## src/rtl/wsa_pkg.sv

```systemverilog
package wsa_pkg;
  typedef enum logic [1:0] {
    ST_VTX  = 2'd0,
    ST_GEO  = 2'd1,
    ST_PIX  = 2'd2,
    ST_NONE = 2'd3
  } stage_e;
  localparam int NUM_STAGES = 3;
endpackage

```

## src/rtl/wsa_stage_counter.sv

```systemverilog
module wsa_stage_counter #(
  parameter int CW = 8
) (
  input  logic          clk,
  input  logic          rst,
  input  logic          inc,
  input  logic          dec_req,
  output logic [CW-1:0] cnt,
  output logic          dec_bad
);
  logic dec_ok;
  assign dec_ok  = dec_req && (cnt != '0);
  assign dec_bad = dec_req && (cnt == '0);

  always_ff @(posedge clk) begin
    if (rst)                 cnt <= '0;
    else if (inc && !dec_ok) cnt <= cnt + 1'b1;
    else if (dec_ok && !inc) cnt <= cnt - 1'b1;
  end
endmodule

```

## src/rtl/wsa_admit.sv

```systemverilog
module wsa_admit
  import wsa_pkg::*;
#(
  parameter int POOL    = 192,
  parameter int GEO_RES = 36,
  parameter int CW      = 8
) (
  input  logic          req,
  input  logic [1:0]    stage,
  input  logic          geo_en,
  input  logic [CW-1:0] cnt_v,
  input  logic [CW-1:0] cnt_g,
  input  logic [CW-1:0] cnt_p,
  input  logic [CW-1:0] cap_v,
  input  logic [CW-1:0] cap_g,
  input  logic [CW-1:0] cap_p,
  output logic          ok
);
  localparam logic [CW+1:0] POOL_L = (CW+2)'(POOL);
  localparam logic [CW+1:0] VP_ON  = (CW+2)'(POOL - GEO_RES);
  localparam logic [CW-1:0] RES_L  = CW'(GEO_RES);

  logic [CW+1:0] vp, tot, vp_lim;
  logic          pool_room, stage_ok;

  assign vp        = (CW+2)'(cnt_v) + (CW+2)'(cnt_p);
  assign tot       = vp + (CW+2)'(cnt_g);
  assign vp_lim    = geo_en ? VP_ON : POOL_L;
  assign pool_room = tot < POOL_L;

  always_comb begin
    case (stage_e'(stage))
      ST_VTX:  stage_ok = (cnt_v < cap_v) && (vp < vp_lim);
      ST_PIX:  stage_ok = (cnt_p < cap_p) && (vp < vp_lim);
      ST_GEO:  stage_ok = geo_en && (cnt_g < cap_g) && (cnt_g < RES_L);
      default: stage_ok = 1'b0;
    endcase
  end

  assign ok = req && pool_room && stage_ok;
endmodule

```

## src/rtl/wsa_mode_ctl.sv

```systemverilog
module wsa_mode_ctl #(
  parameter logic GEO_EN_RST = 1'b1
) (
  input  logic clk,
  input  logic rst,
  input  logic want,
  input  logic geo_empty,
  input  logic geo_inc,
  output logic geo_en,
  output logic pend
);
  assign pend = (want != geo_en);

  always_ff @(posedge clk) begin
    if (rst)                                geo_en <= GEO_EN_RST;
    else if (pend && geo_empty && !geo_inc) geo_en <= want;
  end
endmodule

```

## src/rtl/wave_slot_alloc.sv

```systemverilog
module wave_slot_alloc
  import wsa_pkg::*;
#(
  parameter int   POOL        = 192,
  parameter int   GEO_RES     = 36,
  parameter int   CW          = 8,
  parameter int   CAP_VTX_RST = 36,
  parameter int   CAP_GEO_RST = 9,
  parameter int   CAP_PIX_RST = 144,
  parameter logic GEO_EN_RST  = 1'b1
) (
  input  logic          clk,
  input  logic          rst,
  input  logic          alloc_req,
  input  logic [1:0]    alloc_stage,
  output logic          alloc_grant,
  input  logic          retire_req,
  input  logic [1:0]    retire_stage,
  output logic          retire_err,
  input  logic          cap_we,
  input  logic [1:0]    cap_sel,
  input  logic [CW-1:0] cap_val,
  input  logic          geo_en_req,
  output logic          geo_en,
  output logic          mode_pend,
  output logic [CW-1:0] cnt_vtx,
  output logic [CW-1:0] cnt_geo,
  output logic [CW-1:0] cnt_pix,
  output logic [CW-1:0] cnt_total
);
  logic [CW-1:0] cap_q [NUM_STAGES];
  logic [CW-1:0] cnt   [NUM_STAGES];
  logic [NUM_STAGES-1:0] inc, dec, dec_bad;
  logic ok;

  always_ff @(posedge clk) begin
    if (rst) begin
      cap_q[ST_VTX] <= CW'(CAP_VTX_RST);
      cap_q[ST_GEO] <= CW'(CAP_GEO_RST);
      cap_q[ST_PIX] <= CW'(CAP_PIX_RST);
    end else if (cap_we && cap_sel != ST_NONE) begin
      cap_q[cap_sel] <= cap_val;
    end
  end

  wsa_admit #(.POOL(POOL), .GEO_RES(GEO_RES), .CW(CW)) u_admit (
    .req(alloc_req), .stage(alloc_stage), .geo_en(geo_en),
    .cnt_v(cnt[ST_VTX]), .cnt_g(cnt[ST_GEO]), .cnt_p(cnt[ST_PIX]),
    .cap_v(cap_q[ST_VTX]), .cap_g(cap_q[ST_GEO]), .cap_p(cap_q[ST_PIX]),
    .ok(ok)
  );

  for (genvar s = 0; s < NUM_STAGES; s++) begin : g_stage
    assign inc[s] = ok && (alloc_stage == 2'(s));
    assign dec[s] = retire_req && (retire_stage == 2'(s));
    wsa_stage_counter #(.CW(CW)) u_cnt (
      .clk(clk), .rst(rst), .inc(inc[s]), .dec_req(dec[s]),
      .cnt(cnt[s]), .dec_bad(dec_bad[s])
    );
  end

  wsa_mode_ctl #(.GEO_EN_RST(GEO_EN_RST)) u_mode (
    .clk(clk), .rst(rst), .want(geo_en_req),
    .geo_empty(cnt[ST_GEO] == '0), .geo_inc(inc[ST_GEO]),
    .geo_en(geo_en), .pend(mode_pend)
  );

  always_ff @(posedge clk) begin
    if (rst) begin
      alloc_grant <= 1'b0;
      retire_err  <= 1'b0;
    end else begin
      alloc_grant <= ok;
      retire_err  <= |dec_bad;
    end
  end

  assign cnt_vtx   = cnt[ST_VTX];
  assign cnt_geo   = cnt[ST_GEO];
  assign cnt_pix   = cnt[ST_PIX];
  assign cnt_total = cnt[ST_VTX] + cnt[ST_GEO] + cnt[ST_PIX];
endmodule

```

## config.mk

```make
export PLATFORM = sky130hd
export DESIGN_NAME = wave_slot_alloc
export DESIGN_NICKNAME = d
export VERILOG_FILES = /design/src/rtl/wsa_pkg.sv /design/src/rtl/wsa_stage_counter.sv /design/src/rtl/wsa_admit.sv /design/src/rtl/wsa_mode_ctl.sv /design/src/rtl/wave_slot_alloc.sv
export SDC_FILE = /design/constraint.sdc
export NUM_CORES = 1
export LEC_CHECK = 0
export BUFFER_PORTS_ARGS = -buffer_cell sky130_fd_sc_hd__buf_2
export CAP_MARGIN = 25
export CORE_MARGIN = 2
export CORE_UTILIZATION = 40
export CTS_CLUSTER_SIZE = 16
export DETAILED_ROUTE_END_ITERATION = 16
export PLACE_DENSITY = 0.63
export SLEW_MARGIN = 15
export SYNTH_ARGS = -nofsm -noshare
export SYNTH_HDL_FRONTEND = slang
export SYNTH_SLANG_ARGS = --single-unit
export TNS_END_PERCENT = 1
```

## constraint.sdc

```tcl
create_clock -name clk -period 4.5 [get_ports clk]
set_input_delay 0.45 -clock clk [delete_from_list [all_inputs] [get_ports clk]]
set_output_delay 0.45 -clock clk [all_outputs]
set_load 0.01 [all_outputs]
```

==> flow_summary.ini <==
[drt]
drt-initial-drc-count = 165
wl_per_cell_microns = 16.00
vias_per_cell = 5.208
first_pass_iters = 5
route.vias.total = 3854
drc = 0
wl_mm = 11.84
antenna_left = 0

[sta]
timing.final.ws_setup_ns = -0.5380
skew_ns = 0.008066
fin_crit_sh_pct = 112.0
worst_pin_slew_ns = 0.9467
fmax_mhz = 198.5
period_needed_ns = 5.038
maxSlewHeadroom_pct = 36.03
setup-violations-final = 11
grt_setup_unrepaired = yes
slew_violations = 0
timing.final.hold_violations = 0

[place]
place_ws_ns = -0.4726
place.gp.congestion = 0.9018
place.detailed.hpwl_mm = 9.347
portBuffers = 55

[synth]
synth_fp_nets = 570
yosysSeqAreaShare_pct = 28.53
synth_seq_cells = 51
ys_top_cells_by_area = ha_1 (19%), edfxtp_1 (16%), dfxtp_1 (12%)
synth_top_area_share_pct = 18.68
synth-edff-count = 24
syn_area_per_cell_sq_um = 9.365
synth_cell_type_count = 53
ys_warn_count = 0
yosys_most_used_dff = dfxtp_1
syn_inst = 472
synthArstFlopShare_pct = 0
synth.cell_area_sq_um = 4420
synth_top_cell_by_area = ha_1

[grt]
grt_first_pass_wirelength_mm = 18.75
grt_max_degree = 41
antenna_found_initial = 0
grt.overflow.total = 0
grt_pass1_vias = 3915
globalRouteTotalUtil_pct = 20.41

[finish]
layout_commonest_cell = buf_4
nets = 697
mostFrequentLayoutCells = buf_4 (70), nor2_1 (56), buf_2 (55)
drive_above_1_share_pct = 30.50
num_antenna_cells = 0
area_growth_pct = 27.57
utilization_pct = 52.25
fill_cells = 1020

[status]
failed_checks = setup timing
status = finished with violations

[critical_path]
crit_type = reg2reg
r2r_start = g_stage[2].u_cnt.cnt[1]$_SDFFE_PP0P_
critPathLaunch = g_stage[2].u_cnt.cnt[1]$_SDFFE_PP0P_
cp_max_fo = 4
arrival_ns = 5.28
endpoint_kind = flip-flop
startpoint_type = flip-flop
cp.required_ns = 4.74

[clock_network]
cts-root-buf = clkbuf_8
clockBufferDepth = 2
clk_latency_ns = 0.32
path_clk_slew_ns = 0.10
cts.htree.levels = 2
cts_buffers = 5
cts_hold_buf = 0
cts_tree = built
cts.sinks = 51

[floorplan]
die_area_sq_um = 11910
start_util_pct = 40.96
rows = 38
die_h_microns = 109.1
ios = 56
core-area_sq_um = 10790
die_w_microns = 109.1

[power_and_ir_drop]
power_density_nw_per_um2 = 754.5
p_leak_nw = 2.798
ir_drop_v = 0.0004268
power_mw = 4.255

[hold_path]
worstHoldStart = cap_val[7]
hold_path.class = in2reg

[job]
maxCapViolations = 0
## Yosys cell counts (3+ instances only)
library cell / instances
ha_1: 66
xnor2_1: 26
nor3_1: 7
nand3_1: 9
nand2_1: 15
xor2_1: 5
and2_1: 19
a21oi_2: 3
a211oi_2: 3
nor4bb_1: 5
inv_1: 42
o21a_1: 3
a21oi_1: 27
edfxtp_1: 24
nor2_1: 56
o41ai_2: 3
nor2b_1: 4
fa_1: 12
o21bai_1: 4
o211ai_1: 3
or2_2: 3
or3_1: 6
a21boi_0: 3
nor3b_1: 10
o21ai_0: 17
dfxtp_1: 27
nand2b_1: 8
nor4_1: 7
mux2i_1: 7
nand4_1: 3
a21o_1: 15
o211ai_2: 3
## metal layers
layer | track usage (%) | vias up | part of all wire, %
met5 | 0 | - | 0
met4 | 7.234 | 0 | 2.2
met3 | 3.467 | 23 | 4.7
met2 | 35.27 | 94 | 48
met1 | 25.51 | 1793 | 45
li1 | - | 1944 | -
## layout make-up
cell class	count	area (sq um)	share of cell area, %
timing repair buffer	127	810.8	14.38
sequential	51	1266	22.45
tap	140	175.2	3.106
clock inverter	3	27.53	0.4881
clock buffer	5	68.82	1.220
multi-input combinational	372	3128	55.47
inverter	42	162.7	2.884
## state kept, by name, indices dropped and copies added (netlist names)
| name | count |
|---|---|
| retire_err | 1 |
| cap_q | 24 |
| alloc_grant | 1 |
| u_mode.geo_en | 1 |
| g_stage.u_cnt.cnt | 24 |
## worst paths after layout
| path | end | slack, ns | cells after the start |
|---|---|---|---|
| worst min-delay path | cap_q[2][7]$_SDFFCE_PN1P_ | 0.43 | 2 |
| worst min register to register | g_stage[1].u_cnt.cnt[7]$_SDFFE_PP0P_ | 0.63 | 2 |
| worst max-delay path | g_stage[2].u_cnt.cnt[7]$_SDFFE_PP0P_ | -0.54 | 22 |
| worst max register to register | g_stage[2].u_cnt.cnt[7]$_SDFFE_PP0P_ | -0.54 | 22 |
## per-stage QoR
stage               cells  setup TNS [ns]  instance area [sq um]  hold slack [ns]
floorplan             472         -0.4110                   4463           0.5612
global placement      727          -1.463                   5371           0.6000
detailed placement    727          -2.655                   5371           0.6194
CTS                   735          -2.586                   5495           0.4207
global route          740          -7.463                   5639           0.4361
finish                740          -2.861                   5639           0.4255
## cell families after synthesis
group	Yosys count	synth area share (%)
compound gates	98	15.96
flops	51	28.53
simple gates	157	18.82
xor+xnor	31	6.142
fa+ha+maj	78	24.12
mux	8	1.840
buf+inv	49	4.585
## power by group
part | internal (mW) | switching, mW
sequential | 0.603 | 0.114
clock | 0.116 | 0.175
combinational | 1.61 | 1.64
total | 2.32 | 1.93
## critical path: stages (launching register included)
cell and delay (ns):
dfxtp_1 0.38, ha_1 0.32, a21o_1 0.15, nand4_1 0.13, a31o_2 0.27, xnor2_1 0.21, ha_1 0.30, a211o_1 0.28
o31a_1 0.11, a311oi_2 0.22, o211ai_1 0.16, a211oi_2 0.37, nor3b_2 0.23, ha_2 0.23, inv_4 0.06, buf_4 0.16
ha_4 0.23, nand3_1 0.10, o211ai_2 0.10, o41ai_2 0.33, xnor2_1 0.15, or3_1 0.31, a21oi_1 0.16
## timing repair
action,CTS,global route
gates resized for setup,5,14
endpoints found under the setup margin,12,17
hold endpoints to repair,0,0
buffers inserted,0,3
cloned,0,0
pin swaps,3,11
Power figures use the tool's default switching activity.
